## config.mk

```make
export PLATFORM = sky130hd
export DESIGN_NAME = dual_reset_ctrl
export DESIGN_NICKNAME = d
export VERILOG_FILES = /design/src/rtl/rstc_pkg.sv /design/src/rtl/rstc_release_sync.sv /design/src/rtl/rstc_glitch_filter.sv /design/src/rtl/rstc_pulse_gen.sv /design/src/rtl/dual_reset_ctrl.sv
export SDC_FILE = /design/constraint.sdc
export NUM_CORES = 1
export LEC_CHECK = 0
export BUFFER_PORTS_ARGS = -buffer_cell sky130_fd_sc_hd__buf_2
export CORE_ASPECT_RATIO = 0.8
export CORE_UTILIZATION = 55
export DETAILED_ROUTE_END_ITERATION = 10
export HOLD_SLACK_MARGIN = 0.06
export MAX_ROUTING_LAYER = met4
export PLACE_DENSITY = 0.75
export SETUP_SLACK_MARGIN = 0.2
export SLEW_MARGIN = 20
export SYNTH_ARGS = -nofsm -noshare
export SYNTH_HDL_FRONTEND = slang
export SYNTH_SLANG_ARGS = --single-unit
```

## constraint.sdc

```tcl
create_clock -name clk -period 1.25 [get_ports clk]
set_clock_uncertainty 0.15 [all_clocks]
set_input_delay 0.1875 -clock clk [delete_from_list [all_inputs] [get_ports clk]]
set_output_delay 0.1875 -clock clk [all_outputs]
set_load 0.005 [all_outputs]
```

## src/rtl/rstc_pkg.sv

```systemverilog
package rstc_pkg;

  // States of the drive pulse sequencer
  typedef enum logic [1:0] {
    PG_IDLE  = 2'd0,
    PG_ARM   = 2'd1,
    PG_DRIVE = 2'd2,
    PG_TAIL  = 2'd3
  } pg_state_e;

endpackage

```

## src/rtl/rstc_release_sync.sv

```systemverilog
// Reset release chain: asserts as soon as src is high, releases after
// STAGES rising edges of clk once src is low.
module rstc_release_sync #(
  parameter int unsigned STAGES = 2
) (
  input  logic clk,
  input  logic src,
  output logic rst_o
);

  logic [STAGES-1:0] chain;

  always_ff @(posedge clk or posedge src) begin
    if (src) begin
      chain <= '1;
    end else begin
      chain <= {chain[STAGES-2:0], 1'b0};
    end
  end

  assign rst_o = chain[STAGES-1];

endmodule

```

## src/rtl/rstc_glitch_filter.sv

```systemverilog
// Input synchroniser plus a run-length qualifier: qual_o rises once the
// synchronised line has been low for FILT_LEN consecutive samples.
module rstc_glitch_filter #(
  parameter int unsigned FILT_LEN = 3
) (
  input  logic clk,
  input  logic por,
  input  logic pin_n,
  output logic qual_o
);

  localparam int unsigned CW = $clog2(FILT_LEN + 1);
  localparam logic [CW-1:0] RUN_MAX  = CW'(FILT_LEN);
  localparam logic [CW-1:0] RUN_LAST = CW'(FILT_LEN - 1);

  logic          meta_q;
  logic          sync_q;
  logic [CW-1:0] run_q;

  always_ff @(posedge clk or posedge por) begin
    if (por) begin
      meta_q <= 1'b1;
      sync_q <= 1'b1;
      run_q  <= '0;
      qual_o <= 1'b0;
    end else begin
      meta_q <= pin_n;
      sync_q <= meta_q;
      if (sync_q) begin
        run_q  <= '0;
        qual_o <= 1'b0;
      end else begin
        if (run_q != RUN_MAX) begin
          run_q <= run_q + 1'b1;
        end
        if (run_q >= RUN_LAST) begin
          qual_o <= 1'b1;
        end
      end
    end
  end

endmodule

```

## src/rtl/rstc_pulse_gen.sv

```systemverilog
// Drive pulse sequencer: IDLE -> ARM (mask on) -> DRIVE (2**PW_LOG2 cycles)
// -> TAIL (mask still on) -> IDLE. Triggers are taken only in IDLE.
module rstc_pulse_gen
  import rstc_pkg::*;
#(
  parameter int unsigned PW_LOG2 = 6
) (
  input  logic clk,
  input  logic hard_rst,
  input  logic ext_trig,
  input  logic sw_req,
  output logic busy_o,
  output logic drive_o,
  output logic accept_o
);

  localparam int unsigned CW   = (PW_LOG2 < 1) ? 1 : PW_LOG2;
  localparam int unsigned PW   = 1 << PW_LOG2;
  localparam logic [CW-1:0] LAST = CW'(PW - 1);

  pg_state_e     st_q, st_n;
  logic [CW-1:0] cnt_q, cnt_n;

  always_comb begin
    st_n     = st_q;
    cnt_n    = cnt_q;
    accept_o = 1'b0;
    case (st_q)
      PG_IDLE: begin
        if (ext_trig || sw_req) begin
          st_n     = PG_ARM;
          accept_o = 1'b1;
        end
      end
      PG_ARM: begin
        st_n  = PG_DRIVE;
        cnt_n = '0;
      end
      PG_DRIVE: begin
        if (cnt_q == LAST) begin
          st_n = PG_TAIL;
        end else begin
          cnt_n = cnt_q + 1'b1;
        end
      end
      PG_TAIL: begin
        st_n = PG_IDLE;
      end
      default: begin
        st_n = PG_IDLE;
      end
    endcase
  end

  always_ff @(posedge clk or posedge hard_rst) begin
    if (hard_rst) begin
      st_q    <= PG_IDLE;
      cnt_q   <= '0;
      busy_o  <= 1'b0;
      drive_o <= 1'b0;
    end else begin
      st_q    <= st_n;
      cnt_q   <= cnt_n;
      busy_o  <= (st_n != PG_IDLE);
      drive_o <= (st_n == PG_DRIVE);
    end
  end

endmodule

```

## src/rtl/dual_reset_ctrl.sv

```systemverilog
module dual_reset_ctrl #(
  parameter int unsigned PW_LOG2       = 6,
  parameter int unsigned FILT_LEN      = 3,
  parameter int unsigned CORE_STAGES   = 2,
  parameter int unsigned PERIPH_STAGES = 3,
  parameter int unsigned BKUP_STAGES   = 2
) (
  input  logic clk,
  input  logic por_i,
  input  logic sys_pin_n_i,
  input  logic ext_pin_n_i,
  input  logic sw_req_i,
  output logic pin_drive_o,
  output logic core_rst_o,
  output logic periph_rst_o,
  output logic bkup_rst_o
);

  logic bkup_qual;
  logic hard_src;
  logic pg_busy;
  logic pg_accept;
  logic ext_low;
  logic ext_cap;
  logic core_src;

  // Input-only line: filtered, then treated like power-on
  rstc_glitch_filter #(
    .FILT_LEN(FILT_LEN)
  ) i_filter (
    .clk   (clk),
    .por   (por_i),
    .pin_n (sys_pin_n_i),
    .qual_o(bkup_qual)
  );

  assign hard_src = por_i | bkup_qual;

  // The line is ignored while the sequencer is busy, so that the block's
  // own drive does not retrigger it. busy rises a cycle before the drive
  // and falls a cycle after it, so the mask never races the line.
  assign ext_low = ~ext_pin_n_i & ~pg_busy;

  // Asynchronous capture: a low of any width sets the flag at once.
  always_ff @(posedge clk or posedge ext_low) begin
    if (ext_low) begin
      ext_cap <= 1'b1;
    end else if (pg_accept || bkup_rst_o) begin
      ext_cap <= 1'b0;
    end
  end

  rstc_pulse_gen #(
    .PW_LOG2(PW_LOG2)
  ) i_pulse (
    .clk     (clk),
    .hard_rst(hard_src),
    .ext_trig(ext_cap),
    .sw_req  (sw_req_i),
    .busy_o  (pg_busy),
    .drive_o (pin_drive_o),
    .accept_o(pg_accept)
  );

  assign core_src = hard_src | ext_cap | pg_busy;

  rstc_release_sync #(
    .STAGES(CORE_STAGES)
  ) i_core_sync (
    .clk  (clk),
    .src  (core_src),
    .rst_o(core_rst_o)
  );

  rstc_release_sync #(
    .STAGES(PERIPH_STAGES)
  ) i_periph_sync (
    .clk  (clk),
    .src  (core_src),
    .rst_o(periph_rst_o)
  );

  rstc_release_sync #(
    .STAGES(BKUP_STAGES)
  ) i_bkup_sync (
    .clk  (clk),
    .src  (hard_src),
    .rst_o(bkup_rst_o)
  );

endmodule

```

==> impl_metrics.yaml, run 1 <==
outcome:
  status: "did not finish"
  haltStage: "5_1_grt"
  firstError: "[ERROR DPL-0038] Utilization greater than 100%, impossible to legalize"
floorplanning:
  die_y_um: 39.05
  io_pins: 9
  die_width_um: 48.31
  start_util: 0.6347
  num_rows: 12
place:
  gp_congestion: 0.7696
  place.detailed.hpwl_um: 1396
  place_ws_ns: -0.2125
  numPortBuffers: 8
synth:
  yosysWarnings: 0
  async_reset_ff_frac: 1.000
  yosysTopAreaCell: "dfrtp_1"
  synth_edf_count: 0
  ys_seq_elements: 21
  ys_seq_area_frac: 0.5676
  netlist_area_um2: 943.4
  syn_inst: 80
  synth.area.top_cells: "dfrtp_1, dfstp_2, ha_1, nor2_1, nor3b_1"
  syn_avg_cell_area_um2: 11.79
  ys_types: 33
  yosys_most_used_dff: "dfrtp_1"
  synth_top_area_share: 0.3448
timing:
  endpoint_type: "sequential cell input"
  crit_endpoint: "i_pulse.cnt_q[2]$_DFFE_PP0P_/D"
cts:
  clock-sinks: 21
  clockBufferDepth: 2
  cts_made_buffers: 3
  htreeDepth: 1
  ctsRootBufferMaster: "clkbuf_4"
global_route:
  grt_max_degree: 12
synthesized netlist by cell type (2+ instances only):
cell type and count:
ha_1 7, nand2_1 2, nor3b_1 3, a21oi_1 2, nand2b_1 2, a41oi_1 2, dfrtp_1 13, nor2_1 8
nand3_1 3, inv_1 5, nor2b_1 2, dfstp_2 8, nor3_1 3
metrics by stage:
stage / hold slack, ns / cells / cell area (um2) / util
2_1_floorplan: -0.1854 / 81 / 985.9 / -
3_3_place_gp: -0.03608 / 125 / 1171 / 0.7879
3_5_place_dp: -0.02809 / 125 / 1171 / 0.7879
4_1_cts: 0.02514 / 141 / 1404 / 0.9444
kinds of logic after synthesis:
family	after synthesis	share of synthesized area
flops	21	0.5676
simple gates	31	0.1936
other cells	1	0.003975
compound gates	11	0.09418
mux	1	0.01061
fa+ha+maj	7	0.09283
xor+xnor	1	0.009286
buf+inv	7	0.02785
timing repair:
item	CTS
hold buffers	3
hold endpoints to repair	22
pin swaps	9
gates resized for setup	26
endpoints found under the setup margin	18
setup buffers	9
==> run 2, diff against run 1 <==
--- a/config.mk
+++ b/config.mk
@@ -6,13 +6,10 @@
 export NUM_CORES = 1
 export LEC_CHECK = 0
 export BUFFER_PORTS_ARGS = -buffer_cell sky130_fd_sc_hd__buf_2
-export CORE_ASPECT_RATIO = 0.8
-export CORE_UTILIZATION = 55
+export CORE_AREA = 2 2 63 65
 export DETAILED_ROUTE_END_ITERATION = 10
-export HOLD_SLACK_MARGIN = 0.06
-export MAX_ROUTING_LAYER = met4
-export PLACE_DENSITY = 0.75
-export SETUP_SLACK_MARGIN = 0.2
+export DIE_AREA = 0 0 65 67
+export PLACE_DENSITY_LB_ADDON = 0.15
 export SLEW_MARGIN = 20
 export SYNTH_ARGS = -nofsm -noshare
 export SYNTH_HDL_FRONTEND = slang
==> run 2 against run 1 <==
- the flow now finishes, with violations (setup timing)
- synthesized cell count unchanged
- synthesized area unchanged
==> impl_metrics.yaml, run 2 <==
floorplanning:
  die_y_um: 67
  fp.dieArea_mm2: 0.004355
  start_util: 0.2616
  die_width_um: 65
  num_rows: 22
  core_mm2: 0.003606
  io_pins: 9
cells_and_area:
  antenna_cells: 0
  layout_common_cells: "buf_4, dfrtp_1, dfstp_2, buf_2, nor2_1"
  layout_commonest_cell: "buf_4"
  largest_reg_flops: 6
  area_delta_synth_final_pct: 50.66
  nets: 131
  drive_gt1_frac: 0.5424
  final_cell_area_mm2: 0.001421
  fillCellCount: 348
  largestRegisters: "i_pulse.cnt_q x6, i_periph_sync.chain x3"
  regMostFlops: "i_pulse.cnt_q"
  ff_latch_area_um2: 536.8
  multi_input_area_um2: 499.2
synth:
  synth_edf_count: 0
  yosys_most_used_dff: "dfrtp_1"
  yosysWarnings: 0
  syn_inst: 80
  yosysMostFrequentCell: "dfrtp_1"
  synth_common_cells: "dfrtp_1, dfstp_2, nor2_1"
  synth.area.top_cells: "dfrtp_1, dfstp_2, ha_1, nor2_1, nor3b_1"
  async_reset_ff_frac: 1.000
  syn_avg_cell_area_um2: 11.79
  ys_seq_area_frac: 0.5676
  ys_seq_elements: 21
  netlist_area_um2: 943.4
  synth_top_area_share: 0.3448
  yosysTopAreaCell: "dfrtp_1"
  ys_types: 33
timing:
  slew_viol_final: 0
  layout_setup_ws_ns: -0.1576
  finalSetupViolCount: 9
  whs_ns: 0.08466
  totalNegativeSetupSlack_ns: -0.8976
  fin_crit_sh: 1.126
  period_needed_ns: 1.408
  rsz0062_at_grt: "yes"
  hold_viol: 0
  max_freq_mhz: 710.4
global_route:
  grt_max_degree: 13
  grt_pass1_vias: 695
  track_usage: 0.09567
  grt_overflow: 0
  antenna_found_initial: 0
  grt_pass1_wl_um: 3098
power:
  powerDensity_mw_per_mm2: 925.8
  power.static_leakage_nw: 0.5852
  p_total_mw: 1.316
  ir_drop_mv: 0.7380
setup_path:
  cp.arrival_ns: 1.41
  required_ns: 1.25
  path_max_fanout: 7
  ff2ff_setup_slack_ns: -0.16
  rr_worst_depth: 6
  startpoint_type: "flip-flop"
  crit_path_end_kind: "flip-flop"
  path_class: "reg -> reg"
  r2r-start: "i_pulse.st_q[0]"
  r2r_end: "i_pulse.cnt_q[1]"
  endpoint: "i_pulse.cnt_q[1]"
  crit_start: "i_pulse.st_q[0]"
cts:
  htreeDepth: 1
  clock-sinks: 21
  insertion_delay_ns: 0.26
  cts_made_buffers: 3
  clockBufferDepth: 2
  cts_tree: "yes"
  clkTransAtPathRegs_ns: 0.08
  ctsRootBufferMaster: "clkbuf_8"
routing:
  dr_total_vias: 722
  routed_wl_um: 1942
  vias_per_cell: 4.349
  wl_met2_um: 923
  drtIter0Drc: 10
  wl_met1_um: 917
  postRouteAntennaNets: 0
  wire_per_inst_um: 11.70
  highest_layer: "met4"
  wl_met3_um: 50
  drc: 0
  dr.pass1.iters: 4
place:
  place_ws_ns: -0.1904
  numPortBuffers: 8
  place.detailed.hpwl_um: 1319
  place_area_mm2: 0.001190
  gp_congestion: 0.8060
run:
  maxCapViolations: 0
outcome:
  violations: "setup timing"
  status: "complete, but fails checks"
hold_path:
  min_path_type: "in -> reg"
## run 2: cell counts after synthesis
Identical to the previous run, type by type.
## run 2: area by class of cell
class,instances,area share
repair buffers,34,0.1787
flip-flops and latches,21,0.3776
inverters,6,0.01761
clock buffers,3,0.02905
multi-input cells,53,0.3512
well taps,48,0.04225
clock inverters,1,0.003521
## run 2: critical path: stages, from the launching register on
cell and delay (ns):
dfrtp_1 0.37, inv_2 0.07, ha_4 0.19, buf_6 0.12, nand3_2 0.05, nor2_2 0.04
a311o_1 0.30
## run 2: cells by family (layout without fill, tap and decap cells)
logic type / Yosys count / count (layout) / share of synthesized area
multiplexers: 1 / 1 / 0.01061
XOR/XNOR: 1 / 1 / 0.009286
AND/OR/NAND/NOR: 31 / 31 / 0.1936
flip-flops: 21 / 21 / 0.5676
buffers and inverters: 7 / 44 / 0.02785
other: 1 / 2 / 0.003975
adder cells (fa/ha/maj): 7 / 7 / 0.09283
AO/OA/AOI/OAI: 11 / 11 / 0.09418
## run 2: how the worst min path moves through the flow
stage,from,endpoint,slack (ns),cells after the start
floorplan,por_i,i_filter.qual_o,-0.19,1
global placement,por_i,i_filter.qual_o,-0.04,2
detailed placement,por_i,i_filter.run_q[0],-0.04,2
CTS,sw_req_i,i_pulse.st_q[0],0.06,3
global route,sw_req_i,i_pulse.st_q[0],0.09,3
finish,sw_req_i,i_pulse.st_q[0],0.08,3
## run 2: repair_timing
item / in CTS / in global routing
pin swaps: 1 / 5
resized for setup: 4 / 18
buffers inserted: 2 / 5
hold buffers: 3 / 0
endpoints found under the setup margin: 9 / 13
hold endpoints to repair: 17 / 0
## run 2: power breakdown
group          internal (mW)  total, mW  switching (mW)
sequential             0.721      0.747          0.0256
combinational         0.0523      0.121          0.0686
clock                  0.222      0.448           0.226
total                  0.996       1.32           0.320
## run 2: routing by layer
metal	global-route usage	up-vias
met5	0	-
met4	0.04521	0
met3	0.02534	4
met2	0.1546	14
met1	0.1184	348
li1	-	356
## run 2: stage by stage
stage | instances | utilization
2_1_floorplan | 81 | -
3_3_place_gp | 152 | 0.3300
3_5_place_dp | 152 | 0.3300
4_1_cts | 161 | 0.3574
5_1_grt | 166 | 0.3942
6_report | 166 | 0.3942
No activity file was read; power rests on OpenSTA's default activity.
==> run 3, diff against run 2 <==
--- a/config.mk
+++ b/config.mk
@@ -10,6 +10,7 @@
 export DETAILED_ROUTE_END_ITERATION = 10
 export DIE_AREA = 0 0 65 67
 export PLACE_DENSITY_LB_ADDON = 0.15
+export SKIP_CTS_REPAIR_TIMING = 1
 export SLEW_MARGIN = 20
 export SYNTH_ARGS = -nofsm -noshare
 export SYNTH_HDL_FRONTEND = slang
==> run 3 against run 2 <==
- die area is the same
- the run still ends with setup timing left
- global-route usage shrank 0.22 points
- flip-flop and latch count is the same
- count of clock-buffer cells in the layout is the same
- highest routed layer unchanged
- setup slack gained 0.0026 ns
- clock power is essentially flat
- sequential share of layout area grew 0.57 points
- wire length grew 0.36%
- critical path depth shrank 1
==> impl_metrics.yaml, run 3 (same netlist as run 2, synthesis figures left out) <==
setup_path:
  critical_path_buf_inv_count: 1
  rr_worst_depth: 5
  cp_slowest_stage_delay_ns: 0.42
  path_cells: "ha_4, buf_6, nand3_2, nor2_2, a311o_1"
  r2r_end: "i_pulse.cnt_q[1]"
  path_class: "reg -> reg"
  cpLargestDelayFamily: "flip-flops"
  ff2ff_setup_slack_ns: -0.15
  r2r-start: "i_pulse.st_q[1]"
  path_max_fanout: 7
  crit_path_end_kind: "flip-flop"
  cp.arrival_ns: 1.41
  startpoint_type: "flip-flop"
  required_ns: 1.25
  critical-path-slowest-cell: "dfrtp_1"
power:
  power_frac_clock: 0.340
  seq_power_share: 0.569
  swShare: 0.2430
  power_frac_comb: 0.090
  p_switching_mw: 0.3190
  internal_power_mw: 0.9939
  p_total_mw: 1.313
  power.static_leakage_nw: 0.5828
  ir_drop_mv: 0.7568
  powerDensity_mw_per_mm2: 937.7
global_route:
  grt_use_met1: 0.1164
  track_usage: 0.09350
  grt_max_degree: 13
  grt_overflow: 0
  grtUsageMet3: 0.02534
  busiest_layer: "met2"
  gr-usage-met2: 0.1495
  grt_pass1_vias: 676
  grt_pass1_wl_um: 3022
  antenna_found_initial: 0
cells_and_area:
  drive_gt1_frac: 0.5299
  final_core_util: 0.3883
  final_cell_area_mm2: 0.001400
  largestRegisters: "i_pulse.cnt_q x6, i_periph_sync.chain x3"
  fillCellCount: 357
  antenna_cells: 0
  area_delta_synth_final_pct: 48.41
  layout_commonest_cell: "buf_4"
  largest_reg_flops: 6
  layout_common_cells: "buf_4, dfrtp_1, dfstp_2, buf_2, nor2_1"
  nets: 130
  regMostFlops: "i_pulse.cnt_q"
  finalNonFillerCells: 165
timing:
  rsz0062_at_grt: "yes"
  period_needed_ns: 1.405
  totalNegativeSetupSlack_ns: -0.9822
  finalSetupViolCount: 9
  whs_ns: 0.08441
  max_freq_mhz: 711.8
  layout_setup_ws_ns: -0.1550
  fin_crit_sh: 1.124
  hold_viol: 0
  slew_viol_final: 0
outcome:
  status: "complete, but fails checks"
  violations: "setup timing"
cts:
  cts_tree: "yes"
  cts_made_buffers: 3
  clkTransAtPathRegs_ns: 0.08
  clock-sinks: 21
  clockBufferDepth: 2
  htreeDepth: 1
  ctsRootBufferMaster: "clkbuf_8"
  insertion_delay_ns: 0.26
floorplanning:
  fp.dieArea_mm2: 0.004355
  io_pins: 9
  die_width_um: 65
  num_rows: 22
  die_y_um: 67
  start_util: 0.2616
  core_mm2: 0.003606
routing:
  postRouteAntennaNets: 0
  drtIter0Drc: 8
  drc: 0
  vias_per_cell: 4.248
  dr.pass1.iters: 4
  dr_total_vias: 701
  wire_per_inst_um: 11.81
  routed_wl_um: 1949
place:
  gp_congestion: 0.8060
  numPortBuffers: 8
  place_area_mm2: 0.001190
  place.detailed.hpwl_um: 1319
  place_ws_ns: -0.1904
  placed_cells: 152
hold_path:
  whs_path_depth: 3
  hold_end: "i_pulse.st_q[0]"
  min_path_type: "in -> reg"
  min_from: "sw_req_i"
run:
  maxCapViolations: 0
==> run 3: worst max-delay path by stage <==
stage	depth (start not counted)	slack, ns	end	startpoint
floorplan	6	-0.13	i_pulse.cnt_q[1]	i_pulse.st_q[0]
global placement	3	-0.19	i_pulse.cnt_q[1]	i_pulse.cnt_q[4]
detailed placement	3	-0.19	i_pulse.cnt_q[1]	i_pulse.cnt_q[4]
CTS	3	-0.20	i_pulse.cnt_q[1]	i_pulse.cnt_q[4]
global route	5	-0.21	i_pulse.cnt_q[1]	i_pulse.st_q[1]
finish	5	-0.15	i_pulse.cnt_q[1]	i_pulse.st_q[1]
==> run 3: power groups by stage <==
stage | registers (mW) | clock network, mW | logic, mW
5_1_grt | 0.754 | 0.498 | 0.140
6_report | 0.747 | 0.447 | 0.119
3_3_place_gp | 0.758 | 0 | 0.109
4_1_cts | 0.748 | 0.468 | 0.114
3_5_place_dp | 0.760 | 0 | 0.113
2_1_floorplan | 0.755 | 0 | 0.0717
==> run 3: tightest hold or removal path, stage by stage <==
cell and delay (ns):
buf_2 0.11, o31ai_4 0.08, o311ai_4 0.08
==> run 3: area by class of cell <==
type,instances,area [um2],share of cell area
Clock buffer,3,41.29,0.02949
Clock inverter,1,5.005,0.003575
Inverter,6,25.02,0.01787
Multi-Input combinational cell,53,489.2,0.3494
Sequential cell,21,536.8,0.3834
Tap cell,48,60.06,0.04290
Timing Repair Buffer,33,242.7,0.1734
==> run 3: metal layers <==
| layer | share of wire | up-vias |
|---|---|---|
| met5 | 0 | - |
| met4 | 0.014 | 0 |
| met3 | 0.025 | 2 |
| met2 | 0.50 | 11 |
| met1 | 0.46 | 336 |
| li1 | - | 352 |
